### src/rtl/nand_host_ctrl.sv
module nand_host_ctrl #(
  parameter int PAGE_BYTES = 528,
  parameter int COL_W      = 10,
  parameter int BLK_W      = 10,
  parameter int PG_W       = 4,
  parameter int COL_CYC    = 2,
  parameter int ROW_CYC    = 2,
  parameter int WE_SU      = 1,
  parameter int WE_LO      = 3,
  parameter int WE_HI      = 2,
  parameter int RE_SU      = 1,
  parameter int RE_LO      = 5,
  parameter int RE_HI      = 5,
  parameter int T_WB       = 20,
  parameter int BUSY_TO    = 12000,
  parameter logic [7:0] OPC_READ  = 8'h00,
  parameter logic [7:0] OPC_PROG  = 8'h80,
  parameter logic [7:0] OPC_PCFM  = 8'h10,
  parameter logic [7:0] OPC_ERASE = 8'h60,
  parameter logic [7:0] OPC_ECFM  = 8'hD0,
  parameter logic [7:0] OPC_STAT  = 8'h70,
  parameter logic [7:0] OPC_RST   = 8'hFF
) (
  input  logic             clk,
  input  logic             rst_n,
  input  logic             req_valid,
  output logic             req_ready,
  input  logic [2:0]       req_op,
  input  logic [BLK_W-1:0] req_block,
  input  logic [PG_W-1:0]  req_page,
  input  logic [COL_W-1:0] req_col,
  output logic             done,
  output logic             err,
  output logic [7:0]       status,
  input  logic             wr_valid,
  output logic             wr_ready,
  input  logic [7:0]       wr_data,
  input  logic             wr_last,
  output logic             rd_valid,
  input  logic             rd_ready,
  output logic [7:0]       rd_data,
  output logic             ce_n,
  output logic             cle,
  output logic             ale,
  output logic             we_n,
  output logic             re_n,
  output logic             wp_n,
  output logic [7:0]       io_out,
  output logic             io_oe,
  input  logic [7:0]       io_in,
  input  logic             rb_n
);
  localparam int AC  = COL_CYC + ROW_CYC;
  localparam int RW  = BLK_W + PG_W;
  localparam int TW  = $clog2(BUSY_TO + T_WB + WE_SU + WE_LO + WE_HI + RE_SU + RE_LO + RE_HI + 2);
  localparam int AIW = $clog2(AC + 1);
  localparam logic [TW-1:0] W_ON  = TW'(WE_SU);
  localparam logic [TW-1:0] W_OFF = TW'(WE_SU + WE_LO);
  localparam logic [TW-1:0] W_END = TW'(WE_SU + WE_LO + WE_HI - 1);
  localparam logic [TW-1:0] R_ON  = TW'(RE_SU);
  localparam logic [TW-1:0] R_OFF = TW'(RE_SU + RE_LO);
  localparam logic [TW-1:0] R_END = TW'(RE_SU + RE_LO + RE_HI - 1);
  localparam logic [TW-1:0] R_CAP = TW'(RE_SU + RE_LO - 1);
  localparam logic [TW-1:0] WB    = TW'(T_WB);
  localparam logic [TW-1:0] TO    = TW'(BUSY_TO);
  localparam logic [2:0] K_RD = 3'd0, K_PG = 3'd1, K_ER = 3'd2, K_ST = 3'd3, K_RS = 3'd4;

  typedef enum logic [3:0] {S_IDLE, S_CMD, S_ADR, S_WR, S_CFM, S_BSY, S_RD, S_OUT, S_SCMD, S_SRD} st_t;

  st_t              st;
  logic [2:0]       op;
  logic [RW-1:0]    row;
  logic [COL_W-1:0] col;
  logic [TW-1:0]    tmr;
  logic [AIW-1:0]   aix;
  logic             act, lastb, done_q, err_q;
  logic [7:0]       dbuf, rdbuf, stat_q, cmd_b;
  logic [8*AC-1:0]  avec;

  wire rd_ph  = (st == S_RD) || (st == S_SRD);
  wire wr_ph  = (st == S_CMD) || (st == S_ADR) || (st == S_CFM) || (st == S_SCMD) || (st == S_WR && act);
  wire [TW-1:0] t_on  = rd_ph ? R_ON  : W_ON;
  wire [TW-1:0] t_off = rd_ph ? R_OFF : W_OFF;
  wire [TW-1:0] t_end = rd_ph ? R_END : W_END;
  wire strobe = (tmr >= t_on) && (tmr < t_off);
  wire cyc_end = (tmr == t_end);
  wire page_end = (col == COL_W'(PAGE_BYTES - 1));

  assign avec = {(8*ROW_CYC)'(row), (8*COL_CYC)'(col)};

  always_comb begin
    case (st)
      S_SCMD:  cmd_b = OPC_STAT;
      S_CFM:   cmd_b = (op == K_PG) ? OPC_PCFM : OPC_ECFM;
      default: case (op)
                 K_PG:    cmd_b = OPC_PROG;
                 K_ER:    cmd_b = OPC_ERASE;
                 K_RS:    cmd_b = OPC_RST;
                 default: cmd_b = OPC_READ;
               endcase
    endcase
  end

  assign req_ready = (st == S_IDLE);
  assign ce_n      = (st == S_IDLE);
  assign cle       = (st == S_CMD) || (st == S_CFM) || (st == S_SCMD);
  assign ale       = (st == S_ADR);
  assign we_n      = !(wr_ph && strobe);
  assign re_n      = !(rd_ph && strobe);
  assign io_oe     = wr_ph;
  assign io_out    = (st == S_ADR) ? avec[8*int'(aix) +: 8] : (st == S_WR) ? dbuf : cmd_b;
  assign wp_n      = (st != S_IDLE) && (op == K_PG || op == K_ER);
  assign wr_ready  = (st == S_WR) && !act;
  assign rd_valid  = (st == S_OUT);
  assign rd_data   = rdbuf;
  assign status    = stat_q;
  assign done      = done_q;
  assign err       = err_q;

  always_ff @(posedge clk or negedge rst_n) begin
    if (!rst_n) begin
      st <= S_IDLE; op <= K_RD; row <= '0; col <= '0; tmr <= '0; aix <= '0;
      act <= 1'b0; lastb <= 1'b0; done_q <= 1'b0; err_q <= 1'b0;
      dbuf <= '0; rdbuf <= '0; stat_q <= '0;
    end else begin
      done_q <= 1'b0;
      if (st != S_IDLE && st != S_OUT && !(st == S_WR && !act)) tmr <= tmr + 1'b1;
      if (rd_ph && tmr == R_CAP) begin
        if (st == S_RD) rdbuf <= io_in;
        else            stat_q <= io_in;
      end
      case (st)
        S_IDLE: if (req_valid) begin
          op    <= req_op;
          row   <= {req_block, (req_op == K_ER) ? PG_W'(0) : req_page};
          col   <= req_col;
          aix   <= (req_op == K_ER) ? AIW'(COL_CYC) : '0;
          err_q <= 1'b0;
          tmr   <= '0;
          act   <= 1'b0;
          st    <= (req_op == K_ST) ? S_SCMD : S_CMD;
        end
        S_CMD: if (cyc_end) begin
          tmr <= '0;
          st  <= (op == K_RS) ? S_BSY : S_ADR;
        end
        S_ADR: if (cyc_end) begin
          tmr <= '0;
          aix <= aix + 1'b1;
          if (aix == AIW'(AC - 1))
            st <= (op == K_RD) ? S_BSY : (op == K_PG) ? S_WR : S_CFM;
        end
        S_WR: if (!act) begin
          if (wr_valid) begin
            dbuf <= wr_data; lastb <= wr_last; act <= 1'b1; tmr <= '0;
          end
        end else if (cyc_end) begin
          tmr <= '0; act <= 1'b0; col <= col + 1'b1;
          if (lastb || page_end) st <= S_CFM;
        end
        S_CFM: if (cyc_end) begin
          tmr <= '0; st <= S_BSY;
        end
        S_BSY: if (tmr >= WB && rb_n) begin
          tmr <= '0;
          if (op == K_RD)      st <= S_RD;
          else if (op == K_RS) begin st <= S_IDLE; done_q <= 1'b1; end
          else                 st <= S_SCMD;
        end else if (tmr == TO) begin
          err_q <= 1'b1; done_q <= 1'b1; st <= S_IDLE;
        end
        S_RD: if (cyc_end) begin
          tmr <= '0; st <= S_OUT;
        end
        S_OUT: if (rd_ready) begin
          if (page_end) begin st <= S_IDLE; done_q <= 1'b1; end
          else begin col <= col + 1'b1; st <= S_RD; end
        end
        S_SCMD: if (cyc_end) begin
          tmr <= '0; st <= S_SRD;
        end
        S_SRD: if (cyc_end) begin
          st <= S_IDLE; done_q <= 1'b1;
        end
        default: st <= S_IDLE;
      endcase
    end
  end

  logic [7:0] re_run;
  always_ff @(posedge clk or negedge rst_n) begin
    if (!rst_n) re_run <= '0;
    else        re_run <= re_n ? 8'd0 : re_run + 8'd1;
  end

  AST_LATCH_EXCL: assert property (@(posedge clk) disable iff (!rst_n) !(cle && ale));
  AST_RE_QUIET:   assert property (@(posedge clk) disable iff (!rst_n) !re_n |-> (!io_oe && !cle && !ale));
  AST_STROBE_CE:  assert property (@(posedge clk) disable iff (!rst_n) (!we_n || !re_n) |-> !ce_n);
  AST_WP_CONFIRM: assert property (@(posedge clk) disable iff (!rst_n)
                    (!we_n && cle && (io_out == OPC_PCFM || io_out == OPC_ECFM)) |-> wp_n);
  AST_RE_WIDTH:   assert property (@(posedge clk) disable iff (!rst_n) $rose(re_n) |-> (re_run == 8'(RE_LO)));
  AST_RD_HOLD:    assert property (@(posedge clk) disable iff (!rst_n)
                    (rd_valid && !rd_ready) |=> (rd_valid && $stable(rd_data)));
  AST_WE_BUS:     assert property (@(posedge clk) disable iff (!rst_n) (!we_n && $past(!we_n)) |-> $stable(io_out));
endmodule

### config.mk
export PLATFORM = sky130hd
export DESIGN_NAME = nand_host_ctrl
export DESIGN_NICKNAME = d
export VERILOG_FILES = /design/src/rtl/nand_host_ctrl.sv
export SDC_FILE = /design/constraint.sdc
export NUM_CORES = 1
export LEC_CHECK = 0
export BUFFER_PORTS_ARGS = -buffer_cell sky130_fd_sc_hd__clkbuf_2
export CAP_MARGIN = 20
export CORE_UTILIZATION = 35
export CTS_CLUSTER_DIAMETER = 30
export CTS_CLUSTER_SIZE = 16
export DETAILED_ROUTE_END_ITERATION = 12
export GPL_TIMING_DRIVEN = 0
export MAX_ROUTING_LAYER = met4
export PLACE_DENSITY = 0.62
export SYNTH_ARGS = -nofsm -noshare
export SYNTH_HDL_FRONTEND = slang
export SYNTH_SLANG_ARGS = --single-unit
### constraint.sdc
create_clock -name clk -period 6.4 [get_ports clk]
set_clock_uncertainty 0.05 [all_clocks]
set_input_delay 0.64 -clock clk [delete_from_list [all_inputs] [get_ports clk]]
set_output_delay 0.64 -clock clk [all_outputs]
set_load 0.02 [all_outputs]
==> flow_metrics.env <==
export IMPL_outcome="finished, final reports clean"
export IMPL_cp_arrival_ns=3.35
export IMPL_area_growth_pct=21.1
export IMPL_mostFrequentLayoutCell="clkbuf_2"
export IMPL_diodes=0
export IMPL_overflow=0
export IMPL_worst_pin_slew_ns=0.804
export IMPL_netlist_instances=512
export IMPL_crit_buf_inv=4
export IMPL_r2r_cells=10
export IMPL_grt_setup_unrepaired="false"
export IMPL_ys_seq_area_frac=0.403
export IMPL_clock_sink_count=76
export IMPL_nFillCells=1307
export IMPL_crit_path_end="io_out[5]"
export IMPL_cp_start_kind="flip-flop"
export IMPL_ant_nets=0
export IMPL_synth_cell_types=71
export IMPL_crit_type="reg2out"
export IMPL_yosys_area_top_type_share=0.403
export IMPL_pwr_share_clk=0.204
export IMPL_drive_gt1_frac=0.243
export IMPL_grt_pass1_wl_mm=22.3
export IMPL_relSlewSlack=0.457
export IMPL_postCtsResizedCells=0
export IMPL_synth_area_leader_cell="dfrtp_1"
export IMPL_cts_tree="done"
export IMPL_crit_path_frequent_cell="clkbuf_1"
export IMPL_htree_levels=3
export IMPL_grt_max_degree=56
export IMPL_synth_area_sq_um=4720
export IMPL_holdWs_ns=0.170
export IMPL_io_pins=86
export IMPL_setup_tns_ns=0
export IMPL_path_cells="clkbuf_1 > clkbuf_1 > nand3b_1 > nor2_1 > clkbuf_1 > a21boi_0 > o22ai_1 > clkbuf_2"
export IMPL_pwr_share_comb=0.515
export IMPL_hold_violations=0
export IMPL_synth_edff_count=0
export IMPL_rows=42
export IMPL_first_iter_violations=387
export IMPL_final_cell_mix="clkbuf_2 (84), dfrtp_1 (76), nand2_1 (67)"
export IMPL_antenna_found_initial=0
export IMPL_syn_avg_cell_area_sq_um=9.22
export IMPL_hold_path_class="in2async"
export IMPL_cts_buffer_depth=2
export IMPL_p_seq_frac=0.281
export IMPL_clk_latency_ns=0.35
export IMPL_powerDensity_nw_per_um2=474
export IMPL_async_flop_share=1.00
export IMPL_layout_nets=666
export IMPL_first_pass_iters=5
export IMPL_p_switching_uw=1200
export IMPL_ff2ff_setup_slack_ns=3.14
export IMPL_wl_per_cell_microns=17.1
export IMPL_hpwlAfterDp_mm=10.1
export IMPL_final_cell_area_sq_um=5710
export IMPL_crit_cells=8
export IMPL_dieArea_sq_um=13900
export IMPL_critPathSlowestCell="nor2_1"
export IMPL_endpoint_kind="output pin"
export IMPL_path_clk_slew_ns=0.06
export IMPL_swShare=0.445
export IMPL_postCtsHoldBufs=0
export IMPL_ir_drop_uv=313
export IMPL_avgViaCountPerCell=5.61
export IMPL_syn_num_nets=569
export IMPL_crit_fanout=10
export IMPL_fp_dieW_microns=118
export IMPL_grt_pass1_vias=4431
export IMPL_cp_top_family="buffers and inverters"
export IMPL_maxCapViolations=0
export IMPL_fmax_ghz=0.247
export IMPL_track_usage=0.209
export IMPL_crit_start="st[1]$_DFFE_PN0P_"
export IMPL_core_area_sq_um=13200
export IMPL_vias=4429
export IMPL_port_buffers=85
export IMPL_setup_viol=0
export IMPL_ys_warn_count=0
export IMPL_yosys_most_used_dff="dfrtp_1"
export IMPL_numCtsBuffers=9
export IMPL_placed_cell_area_sq_um=5390
export IMPL_synth_seq_cells=76
export IMPL_r2r_end="tmr[13]$_DFF_PN0_"
export IMPL_globalplace_congestion=0.928
export IMPL_slowest_delay_ns=0.53
export IMPL_p_int_uw=1500
export IMPL_drt_total_wl_mm=13.5
export IMPL_start_util=0.358
export IMPL_multi_input_area_sq_um=2600
export IMPL_slew_viol_final=0
export IMPL_die_height_microns=118
export IMPL_yosys_top_cells_area="dfrtp_1 (40%), nand2_1 (5.3%), mux2_2 (5.0%)"
export IMPL_root_buffer="clkbuf_16"
export IMPL_min_period_over_period=0.632
export IMPL_register_area_sq_um=1900
export IMPL_power_leakage_uw=0.00267
export IMPL_cts_setup_buffers=0
export IMPL_cp_required_ns=5.71
export IMPL_period_needed_ns=4.04
export IMPL_r2r_start="st[1]$_DFFE_PN0P_"
export IMPL_drcViolationCount=0
==> worst min path at each step <==
stage | cells after the start | end
after floorplan | 0 | act$_DFFE_PN0P_
after global placement | 2 | row[2]$_DFFE_PN0P_
after detailed placement | 2 | row[0]$_DFFE_PN0P_
after CTS | 1 | tmr[9]$_DFF_PN0_
after global routing | 1 | tmr[6]$_DFF_PN0_
final | 1 | tmr[6]$_DFF_PN0_
==> power by group through the flow <==
stage	Clock, uW	Combinational (uW)	Sequential, uW
2_1_floorplan	0	995	730
3_3_place_gp	0	1350	755
3_5_place_dp	0	1380	766
4_1_cts	567	1380	757
5_1_grt	586	1530	779
6_report	552	1390	761
==> through the flow <==
stage / power [uW] / cells / setup slack, ns / utilization
CTS: 2710 / 790 / 2.39 / 0.433
global route: 2890 / 790 / 2.10 / 0.433
floorplan: 1730 / 512 / 3.57 / -
finish: 2710 / 790 / 2.36 / 0.433
global placement: 2110 / 773 / 2.91 / 0.407
detailed placement: 2140 / 774 / 2.78 / 0.409
==> registers in the layout, indices dropped and copies added, names as in the netlist <==
signal / count
col: 10
lastb: 1
status: 8
aix: 3
op: 3
done: 1
act: 1
row: 14
st: 4
tmr: 14
rd_data: 8
err: 1
dbuf: 8
==> synth_stat cells (3+ instances only) <==
cell type / count
nand4_1: 3
mux2_4: 8
nand2_1: 67
or2_2: 4
nand2b_1: 7
nor2_1: 33
a2bb2oi_1: 6
o22ai_1: 5
nor2b_1: 3
clkbuf_1: 26
nand3_1: 13
and2_1: 4
and3_1: 4
xor2_1: 9
mux2_2: 21
a21o_1: 4
buf_1: 5
inv_1: 20
mux2i_1: 6
ha_1: 7
a211oi_1: 15
o2111ai_1: 7
o211ai_1: 6
a211o_1: 3
buf_2: 3
a21oi_1: 35
o21ai_0: 23
nor3_1: 10
dfrtp_1: 76
xnor2_1: 8
nor4_1: 4
a31oi_1: 10
or3_1: 4
==> final cells by class <==
cell class | instances | area share
clock inverter | 5 | 0.0131
inverter | 21 | 0.0138
sequential | 76 | 0.333
clock buffer | 11 | 0.0425
buffer | 35 | 0.0243
multi-input combinational | 380 | 0.455
timing repair buffer | 86 | 0.0797
tap | 176 | 0.0386
==> layer usage <==
metal,vias up,global-route usage,wire (microns)
li1,2069,-,-
met1,2158,0.266,6000
met2,182,0.324,6410
met3,20,0.0577,854
met4,0,0.0601,224
met5,-,-,0
==> logic make-up (layout without fill, tap and decap cells) <==
| logic type | after synthesis | count (layout) | synth area share |
|---|---|---|---|
| simple gates | 179 | 179 | 0.203 |
| compound gates | 140 | 140 | 0.200 |
| flops | 76 | 76 | 0.403 |
| buf+inv | 56 | 158 | 0.0461 |
| mux | 37 | 37 | 0.0979 |
| xor+xnor | 17 | 17 | 0.0316 |
| fa+ha+maj | 7 | 7 | 0.0186 |
Power figures use the tool's default switching activity.
